===== src/rtl/cgp_pkg.sv =====
`timescale 1ns/1ps
package cgp_pkg;
  localparam int FN_W = 3;

  typedef enum logic [FN_W-1:0] {
    FN_XOR  = 3'd0,
    FN_AND  = 3'd1,
    FN_OR   = 3'd2,
    FN_NOT  = 3'd3,
    FN_PASS = 3'd4
  } fn_e;
endpackage


===== src/rtl/cgp_cfg_reg.sv =====
`timescale 1ns/1ps
module cgp_cfg_reg #(
  parameter int W = 8
) (
  input  logic         clk,
  input  logic         rst,
  input  logic         ld,
  input  logic [W-1:0] d,
  output logic [W-1:0] q
);
  always_ff @(posedge clk) begin
    if (rst)     q <= '0;
    else if (ld) q <= d;
  end
endmodule


===== src/rtl/cgp_pe.sv =====
`timescale 1ns/1ps
module cgp_pe
  import cgp_pkg::*;
#(
  parameter int N_PI  = 4,
  parameter int N_SRC = 4,
  parameter int SEL_W = 4,
  localparam int GENE_W = 2*SEL_W + FN_W
) (
  input  logic [N_SRC-1:0]  src,
  input  logic [GENE_W-1:0] gene,
  output logic              y
);
  logic [SEL_W-1:0] sel_a, sel_b;
  logic [FN_W-1:0]  fn_bits;
  logic             op_a, op_b;

  assign sel_a   = gene[GENE_W-1 -: SEL_W];
  assign sel_b   = gene[FN_W+SEL_W-1 -: SEL_W];
  assign fn_bits = gene[FN_W-1:0];

  // Codes that do not name an earlier node fall back to a primary input
  function automatic logic pick(input logic [SEL_W-1:0] code,
                                input logic [N_SRC-1:0] s);
    int eff;
    logic v;
    eff = int'(code) % N_PI;
    if (int'(code) < N_SRC) eff = int'(code);
    v = 1'b0;
    for (int i = 0; i < N_SRC; i++)
      if (i == eff) v = s[i];
    return v;
  endfunction

  always_comb begin
    op_a = pick(sel_a, src);
    op_b = pick(sel_b, src);
    case (fn_e'(fn_bits))
      FN_XOR:  y = op_a ^ op_b;
      FN_AND:  y = op_a & op_b;
      FN_OR:   y = op_a | op_b;
      FN_NOT:  y = ~op_a;
      default: y = op_a;
    endcase
  end
endmodule


===== src/rtl/cgp_osel.sv =====
`timescale 1ns/1ps
module cgp_osel #(
  parameter int N_NODE = 20,
  parameter int N_PO   = 3,
  parameter int OG_W   = 5
) (
  input  logic [N_NODE-1:0]    nodes,
  input  logic [N_PO*OG_W-1:0] genes,
  output logic [N_PO-1:0]      po
);
  for (genvar j = 0; j < N_PO; j++) begin : g_out
    logic [OG_W-1:0] g;
    assign g = genes[j*OG_W +: OG_W];
    always_comb begin
      po[j] = 1'b0;
      for (int n = 0; n < N_NODE; n++)
        if (int'(g) == n) po[j] = nodes[n];
    end
  end
endmodule


===== src/rtl/cgp_grid.sv =====
`timescale 1ns/1ps
module cgp_grid
  import cgp_pkg::*;
#(
  parameter int N_COLS = 4,
  parameter int N_ROWS = 4,
  parameter int N_PI   = 4,
  parameter int N_PO   = 3,
  localparam int N_ELEM  = N_COLS * N_ROWS,
  localparam int N_NODE  = N_PI + N_ELEM,
  localparam int SEL_W   = $clog2(N_PI + (N_COLS-1)*N_ROWS),
  localparam int ELEM_W  = 2*SEL_W + FN_W,
  localparam int CHROM_W = N_ELEM * ELEM_W,
  localparam int OG_W    = $clog2(N_NODE),
  localparam int OGENE_W = N_PO * OG_W
) (
  input  logic               clk,
  input  logic               rst,
  input  logic               load,
  input  logic [CHROM_W-1:0] chrom_in,
  input  logic [OGENE_W-1:0] ogene_in,
  input  logic [N_PI-1:0]    pi,
  output logic [N_PO-1:0]    po
);
  logic [CHROM_W-1:0] chrom_q;
  logic [OGENE_W-1:0] ogene_q;
  logic [N_NODE-1:0]  all_nodes;

  cgp_cfg_reg #(.W(CHROM_W + OGENE_W)) u_cfg (
    .clk (clk),
    .rst (rst),
    .ld  (load),
    .d   ({ogene_in, chrom_in}),
    .q   ({ogene_q, chrom_q})
  );

  assign all_nodes[N_PI-1:0] = pi;

  for (genvar c = 0; c < N_COLS; c++) begin : g_col
    localparam int N_SRC = N_PI + c*N_ROWS;
    logic [N_SRC-1:0]  src;
    logic [N_ROWS-1:0] c_out;

    assign src[N_PI-1:0] = pi;
    for (genvar p = 0; p < c; p++) begin : g_prev
      assign src[N_PI + p*N_ROWS +: N_ROWS] = g_col[p].c_out;
    end

    for (genvar r = 0; r < N_ROWS; r++) begin : g_row
      localparam int K = c*N_ROWS + r;
      cgp_pe #(.N_PI(N_PI), .N_SRC(N_SRC), .SEL_W(SEL_W)) u_pe (
        .src  (src),
        .gene (chrom_q[K*ELEM_W +: ELEM_W]),
        .y    (c_out[r])
      );
    end

    assign all_nodes[N_PI + c*N_ROWS +: N_ROWS] = c_out;
  end

  cgp_osel #(.N_NODE(N_NODE), .N_PO(N_PO), .OG_W(OG_W)) u_osel (
    .nodes (all_nodes),
    .genes (ogene_q),
    .po    (po)
  );
endmodule


===== config.mk =====
export PLATFORM = sky130hd
export DESIGN_NAME = cgp_grid
export DESIGN_NICKNAME = d
export VERILOG_FILES = /design/src/rtl/cgp_pkg.sv /design/src/rtl/cgp_cfg_reg.sv /design/src/rtl/cgp_pe.sv /design/src/rtl/cgp_osel.sv /design/src/rtl/cgp_grid.sv
export SDC_FILE = /design/constraint.sdc
export NUM_CORES = 1
export LEC_CHECK = 0
export BUFFER_PORTS_ARGS = -buffer_cell sky130_fd_sc_hd__buf_2
export CAP_MARGIN = 20
export CORE_MARGIN = 3
export CORE_UTILIZATION = 30
export CTS_CLUSTER_DIAMETER = 60
export DETAILED_ROUTE_END_ITERATION = 12
export PLACE_DENSITY = 0.48
export SYNTH_ARGS = -nofsm -noshare
export SYNTH_HDL_FRONTEND = slang
export SYNTH_SLANG_ARGS = --single-unit

===== constraint.sdc =====
create_clock -name clk -period 13.2 [get_ports clk]
set_input_delay 0.66 -clock clk [delete_from_list [all_inputs] [get_ports clk]]
set_output_delay 0.66 -clock clk [all_outputs]
set_load 0.01 [all_outputs]

==> out/qor.csv, run 1 <==
metric,value,unit
status,finished clean,
htreeDepth,4,
powerDensity,120,nW/µm²
synth_seq_cells,175,
synth_nets,1800,
crit_required,12540,ps
area_growth,14.7,%
tightest_slew,1030,ps
finalSetupViolCount,0,
cts.sinks,175,
yosys_warnings,0,
synth_compound_area_share,21.8,%
slew_headroom,31.4,%
firstDrtPassIters,5,
final_hold_viol_count,0,
synthAdderAreaFrac,4.13,%
synth-edff-count,0,
cp-end-kind,output port,
fin_crit_sh,80.0,%
crit_slowest_cell,o21a_1,
rsz0062_at_grt,false,
dieWidth,212,µm
syn_area,12700,µm²
drc,0,
tns,0,ps
ys_types,94,
core,41400,µm²
vias,11898,
track_usage,18.9,%
crit_fanout,35,
clockBufferDepth,2,
cts-hold-fix-buffers,0,
ir_drop,0.0822,mV
largestRegisters,u_cfg.q (175),
crit_top_cell,ha_1,
dp_hpwl,30300,µm
cts_buffers,17,
num_io_pins,201,
fin_skew,0,ps
place_congestion,0.841,
setup_slack,2640,ps
cts_tree,done,
maxCapViolCount,0,
diodes,0,
final_cell_mix,"nor2_1, mux2i_1, buf_2, dfxtp_1, nand2_1",
reg2reg_setup_slack,12260,ps
slew_violations,0,
power.leakage,6.05,nW
start_util,30.7,%
avgSynthCellArea,8.16,µm²
design_area,14600,µm²
synth_top_family_by_area,compound AO/OA/AOI/OAI gates,
fin_crit,10560,ps
io_buffer_count,184,
placed_cell_area,14000,µm²
critPathMaxStageDelay,740,ps
antenna_found_initial,0,
grt.overflow.total,0,
rows,74,
path_clk_slew,70,ps
min_path_type,input port to register,
synth_flop_cell,dfxtp_1,
yosysSeqAreaShare,27.5,%
nets,1905,
ant_nets,0,
layout_commonest_cell,nor2_1,
timing.hold.ws,405,ps
regMostFlops,u_cfg.q,
wirelength,42600,µm
power.total,1.75,mW
grt_pass1_wl,65100,µm
via_per_inst,5.39,
wl_per_cell,19.3,µm
first_global_vias,11194,
synth_async_sr_flop_share,0,%
drtIter0Drc,927,
synth_cells,1560,
grt_max_degree,95,
largest_reg_flops,175,
clk_latency,480,ps
critPathKind,input port to output port,
die-area,44900,µm²
clock.fmax,94.7,MHz
drive_gt1_share,18.5,%
cts_root_buf,clkbuf_16,
die_h,212,µm
cp-start-kind,input port,
synth-xor-area-share,0,%
cts_resized,0,
synth-simple-area-share,19.3,%
cts_setup_buffers,0,
dp_slack,2550,ps
muxShareOfSynthArea,21.2,%
crit_arrival,9900,ps
## routing by layer
layer  part of all wire, %  up-vias  track usage, %  routed length [µm]
met2                    45      275            29.8               19300
met3                   4.5       59            3.62                1910
li1                      -     5879               -                   -
met1                    48     5685            25.8               20500
met4                   2.3        0            7.04                 969
met5                     0        -               0                   0
## cells by family after synthesis
kind of cell               Yosys count
AOI/OAI and AO/OA                  382
and+or+nand+nor                    532
DFF                                175
muxes                              231
buffers and inverters              198
adders and majority gates           42
## cell usage after synthesis (all sizes together) (8+ instances only)
library cell / number / area share, %
mux2: 10 / 0.88
or3: 9 / 0.44
nand4: 8 / 0.39
o21ai: 78 / 3.2
a31oi: 20 / 1.0
clkbuf: 92 / 2.7
o22ai: 15 / 0.74
a211o: 8 / 0.56
mux2i: 191 / 15
o211ai: 18 / 1.1
a211oi: 15 / 1.0
and2: 9 / 0.44
o21a: 13 / 0.77
nand3: 31 / 1.2
inv: 85 / 2.5
mux4: 30 / 5.3
nand2: 90 / 2.7
a22oi: 8 / 0.58
nor2b: 26 / 1.3
nor2: 267 / 7.9
buf: 21 / 0.78
nor3: 25 / 1.1
o31ai: 18 / 1.2
ha: 42 / 4.1
dfxtp: 175 / 28
a21oi: 73 / 2.9
nand2b: 23 / 1.1
## critical path: cells and delay by family
kind,cells,cell delay [ps]
compound gates,21,5660
simple gates,7,1210
fa+ha+maj,4,950
buf+inv,6,890
mux,3,490
## metrics by stage
step	std cells	utilization, %
floorplan	1560	-
global placement	2178	33.8
detailed placement	2178	33.8
CTS	2209	35.3
global route	2209	35.3
finish	2209	35.3
## power by group
group	total (mW)	leakage, nW	switching, mW	internal [mW]
Sequential	0.614	1.45	0.0541	0.560
Combinational	0.603	4.33	0.362	0.241
Clock	0.535	0.274	0.237	0.298
Total	1.75	6.05	0.653	1.10
## area by class of cell
type / count / area, µm²
inverters: 85 / 319
well taps: 532 / 666
repair buffers: 199 / 1050
flip-flops and latches: 175 / 3500
fillers: 4310 / 26800
multi-input cells: 1187 / 8460
clock buffers: 19 / 433
clock inverters: 12 / 161
## worst paths after layout
| path | to | start | depth (start not counted) |
|---|---|---|---|
| worst max-delay path | po[1] | pi[3] | 41 |
| worst min-delay path | u_cfg.q[112] | chrom_in[112] | 3 |
| worst max register to register | u_cfg.q[172] | u_cfg.q[172] | 2 |
| worst min register to register | u_cfg.q[60] | u_cfg.q[60] | 2 |
(Power assumes the default switching activity.)
==> run 2, diff against run 1 <==
- ABC_AREA: unset -> 1
- clock period: 13.2 -> 10.7 ns (I/O delays scaled with it)
==> run 2 against run 1 <==
  * Routed wire length rose by 6.0%
  * Sequential share of layout area rose by 0.53 points
  * Clock power rose by 24%
  * Worst setup slack got worse by 660 ps
  * Register-to-register slack got worse by 2600 ps
  * Final cell count rose by 18%
  * Critical path type unchanged
  * Largest cell class unchanged
==> out/qor.csv, run 2 <==
metric,value,unit
status,finished clean,
avgSynthCellArea,6.35,µm²
syn_area,12400,µm²
firstDrtPassIters,6,
synth_async_sr_flop_share,0,%
synth_seq_cells,175,
tightest_slew,1000,ps
fin_crit,8720,ps
synth-edff-count,0,
htreeDepth,4,
track_usage,20.1,%
placed_cells,2585,
synth_flop_cell,dfxtp_1,
wl_per_cell,17.3,µm
final_cell_mix,"nand2_1, nor2_1, inv_1, buf_2, dfxtp_1",
yosysSeqAreaShare,28.3,%
layout_commonest_cell,nand2_1,
crit_slowest_cell,buf_2,
crit_required,10170,ps
synth.most_common_cell,nand2_1,
crit_arrival,8180,ps
yosys_warnings,0,
core,40300,µm²
timing.hold.ws,325,ps
slew_headroom,33.1,%
grt.overflow.total,0,
wirelength,45200,µm
tns,0,ps
rows,73,
critPathKind,input port to output port,
dieWidth,209,µm
stdcell_count,2617,
cts_resized,0,
die_h,209,µm
largest_reg_flops,175,
ys_types,58,
drive_gt1_share,14.7,%
rsz0062_at_grt,false,
cp-end-kind,output port,
clockBufferDepth,2,
powerDensity,144,nW/µm²
path_delay_family,simple AND/OR/NAND/NOR gates,
synth_commonest_cells,"nand2_1, nor2_1, inv_1",
ys_top_cells_by_area,"dfxtp_1, nand2_1, nor2_1",
die-area,43800,µm²
largestRegisters,u_cfg.q (175),
nets,2319,
path_clk_slew,80,ps
area_growth,15.1,%
grt_max_degree,167,
vias,13549,
clock.fmax,115,MHz
ir_drop,0.0958,mV
regMostFlops,u_cfg.q,
slew_violations,0,
cts-hold-fix-buffers,0,
via_per_inst,5.18,
final_hold_viol_count,0,
num_io_pins,201,
crit_top_cell,nand2_1,
maxCapViolCount,0,
cts_setup_buffers,0,
clk_latency,460,ps
min_path_type,input port to register,
fin_crit_sh,81.5,%
first_global_vias,12828,
synth_top_cell_by_area,dfxtp_1,
finalSetupViolCount,0,
cp-start-kind,input port,
cts.sinks,175,
io_buffer_count,184,
placed_cell_area,13700,µm²
cts_buffers,17,
critPathMaxStageDelay,590,ps
crit_fanout,23,
ant_nets,0,
start_util,30.8,%
place_congestion,0.882,
fin_skew,0,ps
power.total,2.05,mW
path_buf_inv,9,
drtIter0Drc,996,
antenna_found_initial,0,
diodes,0,
drc,0,
design_area,14300,µm²
synth_cells,1954,
synth_top_area_share,28.3,%
grt_pass1_wl,70100,µm
power.leakage,6.04,nW
synth_nets,2194,
cts_tree,done,
cts_root_buf,clkbuf_16,
dp_hpwl,31100,µm
==> run 2: per-stage QoR <==
step	util [%]	worst slack (ps)
after floorplan	-	4120
after global placement	34.0	2000
after detailed placement	34.0	1980
after CTS	35.4	1950
after global routing	35.4	1110
final	35.4	1980
==> run 2: worst paths after layout <==
check	startpoint	to	slack, ps	depth (start not counted)
max	pi[2]	po[0]	1980	47
min	chrom_in[14]	u_cfg.q[14]	330	3
max reg2reg	u_cfg.q[190]	u_cfg.q[190]	9620	2
min reg2reg	u_cfg.q[65]	u_cfg.q[65]	460	2
==> run 2: layout make-up <==
class	count	area, µm²
inverters	263	996
clock inverters	15	174
well taps	525	657
fillers	4419	26000
flip-flops and latches	175	3500
repair buffers	196	1020
clock buffers	17	425
multi-input cells	1426	7500
==> run 2: report_power, final <==
group | switching, mW | total, mW | leakage, nW | internal (mW)
Clock | 0.309 | 0.662 | 0.299 | 0.353
Sequential | 0.0418 | 0.737 | 1.45 | 0.695
Combinational | 0.450 | 0.654 | 4.29 | 0.204
Total | 0.800 | 2.05 | 6.04 | 1.25
==> run 2: per-layer routing <==
| metal | share of wire (%) | GRT usage, % | vias up | wire [µm] |
|---|---|---|---|---|
| met5 | 0 | 0 | - | 0 |
| met4 | 2.9 | 6.86 | 0 | 1310 |
| met3 | 5.1 | 3.03 | 71 | 2300 |
| met2 | 46 | 33.5 | 379 | 20900 |
| met1 | 46 | 26.6 | 6271 | 20700 |
| li1 | - | - | 6828 | - |
==> run 2: worst min-delay path: stages <==
cell     delay [ps]
buf_2            90
nand2_1          50
a21oi_1          50
==> run 2: cells by family (layout without fill, tap and decap cells) <==
family,Yosys count,after routing,share of synthesized area (%)
AO/OA/AOI/OAI,404,404,21.5
adder cells (fa/ha/maj),42,42,4.24
buffers and inverters,353,491,11.2
flip-flops,175,175,28.3
multiplexers,1,1,0.0807
AND/OR/NAND/NOR,979,979,34.7
